<file path="src/rtl/half_widen_pkg.sv">
package half_widen_pkg;
  localparam int HALF_EXP_W  = 5;
  localparam int HALF_FRAC_W = 10;
  localparam int HALF_W      = 1 + HALF_EXP_W + HALF_FRAC_W;
  localparam int SGL_EXP_W   = 8;
  localparam int SGL_FRAC_W  = 23;
  localparam int SGL_W       = 1 + SGL_EXP_W + SGL_FRAC_W;
  localparam int HALF_BIAS   = (1 << (HALF_EXP_W - 1)) - 1;
  localparam int SGL_BIAS    = (1 << (SGL_EXP_W - 1)) - 1;
  localparam int BIAS_GAP    = SGL_BIAS - HALF_BIAS;
  localparam int PAD_W       = SGL_FRAC_W - HALF_FRAC_W;
  localparam int CTRL_W      = 32;
  localparam int DN_BIT      = 25;
  localparam int ALT_BIT     = 26;
  localparam int FLAG_W      = 8;
  localparam int TRAP_BASE   = 8;
  localparam int CODE_INVALID = 0;

  typedef enum logic [2:0] {
    KIND_ZERO,
    KIND_SUB,
    KIND_NORM,
    KIND_INF,
    KIND_NAN
  } kind_e;

  typedef struct packed {
    kind_e kind;
    logic  defNan;
  } strobe_t;
endpackage

</file>
<file path="src/rtl/half_widen_ctrl.sv">
module half_widen_ctrl
  import half_widen_pkg::*;
(
  input  logic                  clk,
  input  logic                  rstN,
  input  logic                  inValid,
  input  logic [HALF_W-1:0]     halfIn,
  input  logic [CTRL_W-1:0]     ctrlWord,
  output strobe_t               strobes,
  output logic [FLAG_W-1:0]     stickyFlags,
  output logic [FLAG_W-1:0]     trapReq
);
  localparam logic [HALF_EXP_W-1:0] EXP_TOP = '1;

  logic [HALF_EXP_W-1:0]  expField;
  logic [HALF_FRAC_W-1:0] fracField;
  logic [FLAG_W-1:0]      raised;
  logic [FLAG_W-1:0]      trapEn;
  logic                   unusedCtrlBits;

  assign expField  = halfIn[HALF_W-2 -: HALF_EXP_W];
  assign fracField = halfIn[HALF_FRAC_W-1:0];
  assign trapEn    = ctrlWord[TRAP_BASE +: FLAG_W];
  assign unusedCtrlBits = ^{ctrlWord, halfIn[HALF_W-1]};

  always_comb begin
    strobes.defNan = ctrlWord[DN_BIT];
    if (expField == '0) begin
      strobes.kind = (fracField == '0) ? KIND_ZERO : KIND_SUB;
    end else if (expField == EXP_TOP && !ctrlWord[ALT_BIT]) begin
      strobes.kind = (fracField == '0) ? KIND_INF : KIND_NAN;
    end else begin
      strobes.kind = KIND_NORM;
    end
  end

  always_comb begin
    raised = '0;
    raised[CODE_INVALID] = inValid && (strobes.kind == KIND_NAN) &&
                           !fracField[HALF_FRAC_W-1];
  end

  for (genvar gi = 0; gi < FLAG_W; gi++) begin : g_flag
    always_ff @(posedge clk or negedge rstN) begin
      if (!rstN) begin
        stickyFlags[gi] <= 1'b0;
        trapReq[gi]     <= 1'b0;
      end else begin
        trapReq[gi] <= raised[gi] & trapEn[gi];
        if (raised[gi] && !trapEn[gi]) stickyFlags[gi] <= 1'b1;
      end
    end
  end

  // a sticky bit, once set, is never cleared before reset
  a_r8_sticky_hold: assert property (@(posedge clk) disable iff (!rstN)
    1'b1 |=> ((stickyFlags & $past(stickyFlags)) == $past(stickyFlags)));

  // a trap request needs a valid input with its enable set one cycle earlier
  a_r9_trap_source: assert property (@(posedge clk) disable iff (!rstN)
    (trapReq != '0) |-> $past(inValid && ctrlWord[TRAP_BASE + CODE_INVALID]));

  // a trapped exception leaves the sticky bit untouched
  a_r9_trap_no_flag: assert property (@(posedge clk) disable iff (!rstN)
    trapReq[CODE_INVALID] |-> $stable(stickyFlags[CODE_INVALID]));
endmodule

</file>
<file path="src/rtl/half_widen_dp.sv">
module half_widen_dp
  import half_widen_pkg::*;
(
  input  logic              clk,
  input  logic              rstN,
  input  logic              inValid,
  input  logic [HALF_W-1:0] halfIn,
  input  strobe_t           strobes,
  output logic              validQ,
  output logic [SGL_W-1:0]  resultQ
);
  localparam int LZ_W = $clog2(HALF_FRAC_W + 1);
  localparam logic [SGL_EXP_W-1:0] SUB_EXP_MAX = SGL_EXP_W'(BIAS_GAP);
  localparam logic [SGL_EXP_W-1:0] SUB_EXP_MIN = SGL_EXP_W'(BIAS_GAP - HALF_FRAC_W + 1);
  localparam logic [SGL_W-1:0] CANON_NAN =
    {1'b0, {SGL_EXP_W{1'b1}}, 1'b1, {(SGL_FRAC_W-1){1'b0}}};

  function automatic logic [LZ_W-1:0] lzCount(input logic [HALF_FRAC_W-1:0] v);
    logic [LZ_W-1:0] n;
    logic            seen;
    n = '0;
    seen = 1'b0;
    for (int i = HALF_FRAC_W - 1; i >= 0; i--) begin
      if (v[i]) seen = 1'b1;
      else if (!seen) n = n + 1'b1;
    end
    return n;
  endfunction

  logic                   signBit;
  logic [HALF_EXP_W-1:0]  expField;
  logic [HALF_FRAC_W-1:0] fracField;
  logic [LZ_W-1:0]        lz;
  logic [HALF_FRAC_W-1:0] subFrac;
  logic [SGL_EXP_W-1:0]   subExp;
  logic [SGL_EXP_W-1:0]   normExp;
  logic [SGL_W-1:0]       resultD;

  assign signBit   = halfIn[HALF_W-1];
  assign expField  = halfIn[HALF_W-2 -: HALF_EXP_W];
  assign fracField = halfIn[HALF_FRAC_W-1:0];
  assign lz        = lzCount(fracField);
  assign subFrac   = fracField << (lz + 1'b1);
  assign subExp    = SGL_EXP_W'(BIAS_GAP) - SGL_EXP_W'(lz);
  assign normExp   = SGL_EXP_W'(expField) + SGL_EXP_W'(BIAS_GAP);

  always_comb begin
    unique case (strobes.kind)
      KIND_ZERO: resultD = {signBit, {(SGL_W-1){1'b0}}};
      KIND_SUB:  resultD = {signBit, subExp, subFrac, {PAD_W{1'b0}}};
      KIND_INF:  resultD = {signBit, {SGL_EXP_W{1'b1}}, {SGL_FRAC_W{1'b0}}};
      KIND_NAN:  resultD = strobes.defNan ? CANON_NAN :
                   {signBit, {SGL_EXP_W{1'b1}}, 1'b1,
                    fracField[HALF_FRAC_W-2:0], {PAD_W{1'b0}}};
      default:   resultD = {signBit, normExp, fracField, {PAD_W{1'b0}}};
    endcase
  end

  always_ff @(posedge clk or negedge rstN) begin
    if (!rstN) begin
      validQ  <= 1'b0;
      resultQ <= '0;
    end else begin
      validQ <= inValid;
      if (inValid) resultQ <= resultD;
    end
  end

  // a widened subnormal lands on a normal single exponent in its range
  a_r3_sub_range: assert property (@(posedge clk) disable iff (!rstN)
    (inValid && strobes.kind == KIND_SUB) |=>
      (resultQ[SGL_W-2 -: SGL_EXP_W] >= SUB_EXP_MIN &&
       resultQ[SGL_W-2 -: SGL_EXP_W] <= SUB_EXP_MAX));

  // a normal input never yields a zero or all-ones single exponent
  a_r4_norm_finite: assert property (@(posedge clk) disable iff (!rstN)
    (inValid && strobes.kind == KIND_NORM) |=>
      (resultQ[SGL_W-2 -: SGL_EXP_W] != '0 &&
       resultQ[SGL_W-2 -: SGL_EXP_W] != '1));

  // any NaN output is quiet
  a_r6_nan_quiet: assert property (@(posedge clk) disable iff (!rstN)
    (inValid && strobes.kind == KIND_NAN) |=>
      (resultQ[SGL_W-2 -: SGL_EXP_W+1] == '1));

  // default-NaN selection forces the canonical pattern
  a_r7_default_nan: assert property (@(posedge clk) disable iff (!rstN)
    (inValid && strobes.kind == KIND_NAN && strobes.defNan) |=>
      (resultQ == CANON_NAN));
endmodule

</file>
<file path="src/rtl/half_widen.sv">
module half_widen
  import half_widen_pkg::*;
(
  input  logic              clk,
  input  logic              rstN,
  input  logic              inValid,
  input  logic [15:0]       halfIn,
  input  logic [31:0]       ctrlWord,
  output logic              outValid,
  output logic [31:0]       singleOut,
  output logic [7:0]        stickyFlags,
  output logic [7:0]        trapReq
);
  strobe_t strobes;

  half_widen_ctrl u_ctrl (
    .clk         (clk),
    .rstN        (rstN),
    .inValid     (inValid),
    .halfIn      (halfIn),
    .ctrlWord    (ctrlWord),
    .strobes     (strobes),
    .stickyFlags (stickyFlags),
    .trapReq     (trapReq)
  );

  half_widen_dp u_dp (
    .clk     (clk),
    .rstN    (rstN),
    .inValid (inValid),
    .halfIn  (halfIn),
    .strobes (strobes),
    .validQ  (outValid),
    .resultQ (singleOut)
  );
endmodule

</file>
<file path="config.mk">
export PLATFORM = sky130hd
export DESIGN_NAME = half_widen
export DESIGN_NICKNAME = d
export VERILOG_FILES = /design/src/rtl/half_widen_pkg.sv /design/src/rtl/half_widen_ctrl.sv /design/src/rtl/half_widen_dp.sv /design/src/rtl/half_widen.sv
export SDC_FILE = /design/constraint.sdc
export NUM_CORES = 1
export LEC_CHECK = 0
export BUFFER_PORTS_ARGS = -buffer_cell sky130_fd_sc_hd__buf_2
export CORE_UTILIZATION = 28
export DETAILED_ROUTE_END_ITERATION = 16
export GPL_ROUTABILITY_DRIVEN = 1
export HOLD_SLACK_MARGIN = 0.1
export SYNTH_ARGS = -nofsm -noshare
export SYNTH_HDL_FRONTEND = slang
export SYNTH_SLANG_ARGS = --single-unit
</file>
<file path="constraint.sdc">
create_clock -name clk -period 1.35 [get_ports clk]
set_input_delay 0.135 -clock clk [delete_from_list [all_inputs] [get_ports clk]]
set_output_delay 0.135 -clock clk [all_outputs]
set_load 0.01 [all_outputs]
</file>
==> flow_metrics.env <==
export IMPL_status="complete, but fails checks"
export IMPL_violations="setup timing"
export IMPL_synthCells=254
export IMPL_rsz0062_at_grt="yes"
export IMPL_dr_pass1_iters=4
export IMPL_whs_endpoint="u_dp.resultQ[31]$_DFFE_PN0P_"
export IMPL_root_buffer="clkbuf_8"
export IMPL_via_count=2212
export IMPL_fin_hold_ws_ps=162
export IMPL_postLayoutCoreUtil_pct=47.6
export IMPL_layout_setup_ws_ps=-3840
export IMPL_synth_flop_cell="dfrtp_1"
export IMPL_routedWlPerCell_um=12.7
export IMPL_antenna_found_initial=0
export IMPL_placedCellCount=452
export IMPL_num_io_pins=100
export IMPL_drt_iter0_markers=70
export IMPL_cts_sinks=21
export IMPL_rows=31
export IMPL_crit_path_end_kind="flop"
export IMPL_placed_area_sq_um=2940
export IMPL_totalWireLength_um=6090
export IMPL_max_cap_violations=0
export IMPL_io_buffers=43
export IMPL_cp_slowest_cell="ha_1"
export IMPL_clockPowerShare_pct=17.9
export IMPL_powerDensity_nw_per_um2=643
export IMPL_overflow=0
export IMPL_clkSlewWorstSetupHoldPaths_ps=70
export IMPL_instances_no_fill=480
export IMPL_crit_path_frequent_cell="ha_4"
export IMPL_hold_depth=4
export IMPL_place_gp_congestion=0.820
export IMPL_finalSetupViolations=19
export IMPL_yosys_area_top_type_share_pct=24.7
export IMPL_synth_seq_cells=21
export IMPL_grt_pass1_wl_um=9270
export IMPL_nets=442
export IMPL_synth_area_per_cell_sq_um=8.37
export IMPL_die_w_um=89.1
export IMPL_cts_tree="yes"
export IMPL_start_util_pct=29.2
export IMPL_pwr_share_comb_pct=49.9
export IMPL_grt_use_total_pct=14.7
export IMPL_grt_pass1_vias=2001
export IMPL_vias_per_cell=4.61
export IMPL_async_flop_share_pct=100
export IMPL_drive_gt1_share_pct=53.5
export IMPL_die_area_sq_um=7940
export IMPL_vdd_drop_max_uv=400
export IMPL_grt_max_degree=23
export IMPL_hold_viol=0
export IMPL_crit_required_ps=1480
export IMPL_rr_endpoint="u_dp.resultQ[16]$_DFFE_PN0P_"
export IMPL_clkLatencyLatePin_ps=250
export IMPL_reg2reg_depth=3
export IMPL_yosysTopAreaCell="dfrtp_1"
export IMPL_drt_met1_wl_um=2790
export IMPL_syn_to_final_growth_pct=63.4
export IMPL_final_common_cell="buf_4"
export IMPL_netlist_area_sq_um=2130
export IMPL_cts_buffers=3
export IMPL_drcViolationCount=0
export IMPL_seqPwrFrac_pct=32.1
export IMPL_reg2reg_slack_ps=490
export IMPL_switching_share_pct=33.6
export IMPL_tightest_slew_ps=705
export IMPL_worstHoldStart="ctrlWord[25]"
export IMPL_cp_start_kind="input port"
export IMPL_ys_types=57
export IMPL_switching_power_uw=751
export IMPL_relSlewSlack_pct=52.8
export IMPL_highest_layer="met4"
export IMPL_core_sq_um=7290
export IMPL_crit_fanout=6
export IMPL_ys_seq_area_share_pct=24.7
export IMPL_synth_edf_count=0
export IMPL_cp_data_arrival_time_ps=5320
export IMPL_met2_wirelength_um=3100
export IMPL_finalInstanceArea_sq_um=3470
export IMPL_slew_viol_final=0
export IMPL_fin_skew_ps=0
export IMPL_crit_type="in -> reg"
export IMPL_clk_path_buf_depth=2
export IMPL_reg2reg_from="u_dp.resultQ[16]$_DFFE_PN0P_"
export IMPL_period_share_pct=384
export IMPL_layout_common_cells="buf_4, buf_2, nor2_1, conb_1, dfrtp_1"
export IMPL_htree_levels=1
export IMPL_dr_wl_met3_um=148
export IMPL_ant_nets=0
export IMPL_synth_warning_count=0
export IMPL_synthTopCellsByArea="dfrtp_1, buf_4, nor2_1"
export IMPL_power_leakage_nw=1.64
export IMPL_die_h_um=89.1
export IMPL_p_int_mw=1.48
export IMPL_fin_crit_ps=5190
export IMPL_dp_hpwl_um=4670
export IMPL_max_clock_freq_mhz=193
export IMPL_critPathMaxStageDelay_ps=330
export IMPL_hp_class="in -> reg"
export IMPL_antenna_cells=0
[how the worst max path moves through the flow]
stage | from | end | slack [ps]
after floorplan | halfIn[8] | u_dp.resultQ[20]$_DFFE_PN0P_ | -4020
after global placement | halfIn[8] | u_dp.resultQ[20]$_DFFE_PN0P_ | -4240
after detailed placement | halfIn[8] | u_dp.resultQ[20]$_DFFE_PN0P_ | -4390
after CTS | halfIn[8] | u_dp.resultQ[17]$_DFFE_PN0P_ | -3810
after global routing | halfIn[8] | u_dp.resultQ[20]$_DFFE_PN0P_ | -4040
final | halfIn[9] | u_dp.resultQ[20]$_DFFE_PN0P_ | -3840
[logic make-up (layout without fill, tap and decap cells)]
logic type / Yosys count / after routing / share of synthesized area [%]
other cells: 1 / 27 / 0.176
mux: 20 / 20 / 10.9
compound gates: 59 / 59 / 19.2
flops: 21 / 21 / 24.7
buf+inv: 50 / 151 / 14.4
simple gates: 85 / 85 / 21.0
xor+xnor: 9 / 9 / 4.36
fa+ha+maj: 9 / 9 / 5.30
[final cells by class]
type	instances	area, sq um
Clock buffer	4	45.0
Multi-Input combinational cell	209	1730
Tap cell	99	124
Inverter	10	37.5
Sequential cell	21	526
Timing Repair Buffer	137	1020
Fill cell	694	3820
[metrics by stage]
stage          TNS, ps  setup slack, ps  total power [mW]
2_1_floorplan   -54010            -4020              1.31
3_3_place_gp    -60570            -4240              1.60
3_5_place_dp    -62460            -4390              1.61
4_1_cts         -53180            -3810              2.14
5_1_grt         -56730            -4040              2.38
6_report        -53640            -3840              2.23
[cell usage after synthesis (all sizes together), types with 8 or more instances]
cell	number
nand2	16
o21ai	8
nor2b	8
a21oi	20
nor2	35
mux2	9
inv	10
mux2i	10
buf	34
dfrtp	21
ha	9
[power groups by stage]
stage | combinational, mW | clock (mW) | sequential (mW)
final | 1.11 | 0.400 | 0.718
after global routing | 1.21 | 0.442 | 0.724
after CTS | 0.998 | 0.420 | 0.718
after detailed placement | 0.883 | 0 | 0.730
after global placement | 0.870 | 0 | 0.727
after floorplan | 0.550 | 0 | 0.757
[worst max-delay path: cells and delay by family]
family | cells | cell delay, ps
buffers and inverters | 4 | 400
multiplexers | 9 | 1770
AO/OA/AOI/OAI | 4 | 620
AND/OR/NAND/NOR | 4 | 420
adder cells (fa/ha/maj) | 8 | 1980
[state kept, by name, indices dropped and copies added, names as in the netlist]
register            cells
u_dp.validQ             1
u_ctrl.stickyFlags      1
u_dp.resultQ           18
u_ctrl.trapReq          1
[timing repair]
action | in CTS | in global routing
buffers inserted | 9 | 15
hold buffers | 3 | 0
resized for setup | 32 | 33
setup endpoints to repair | 19 | 19
endpoints found under the hold margin | 24 | 0
pin swaps | 23 | 21
[metal layers]
layer | track usage [%] | vias to the layer above
li1 | - | 1103
met1 | 19.6 | 1048
met2 | 26.2 | 55
met3 | 1.85 | 6
met4 | 1.59 | 0
met5 | 0 | -
No activity file was read; power rests on OpenSTA's default activity.
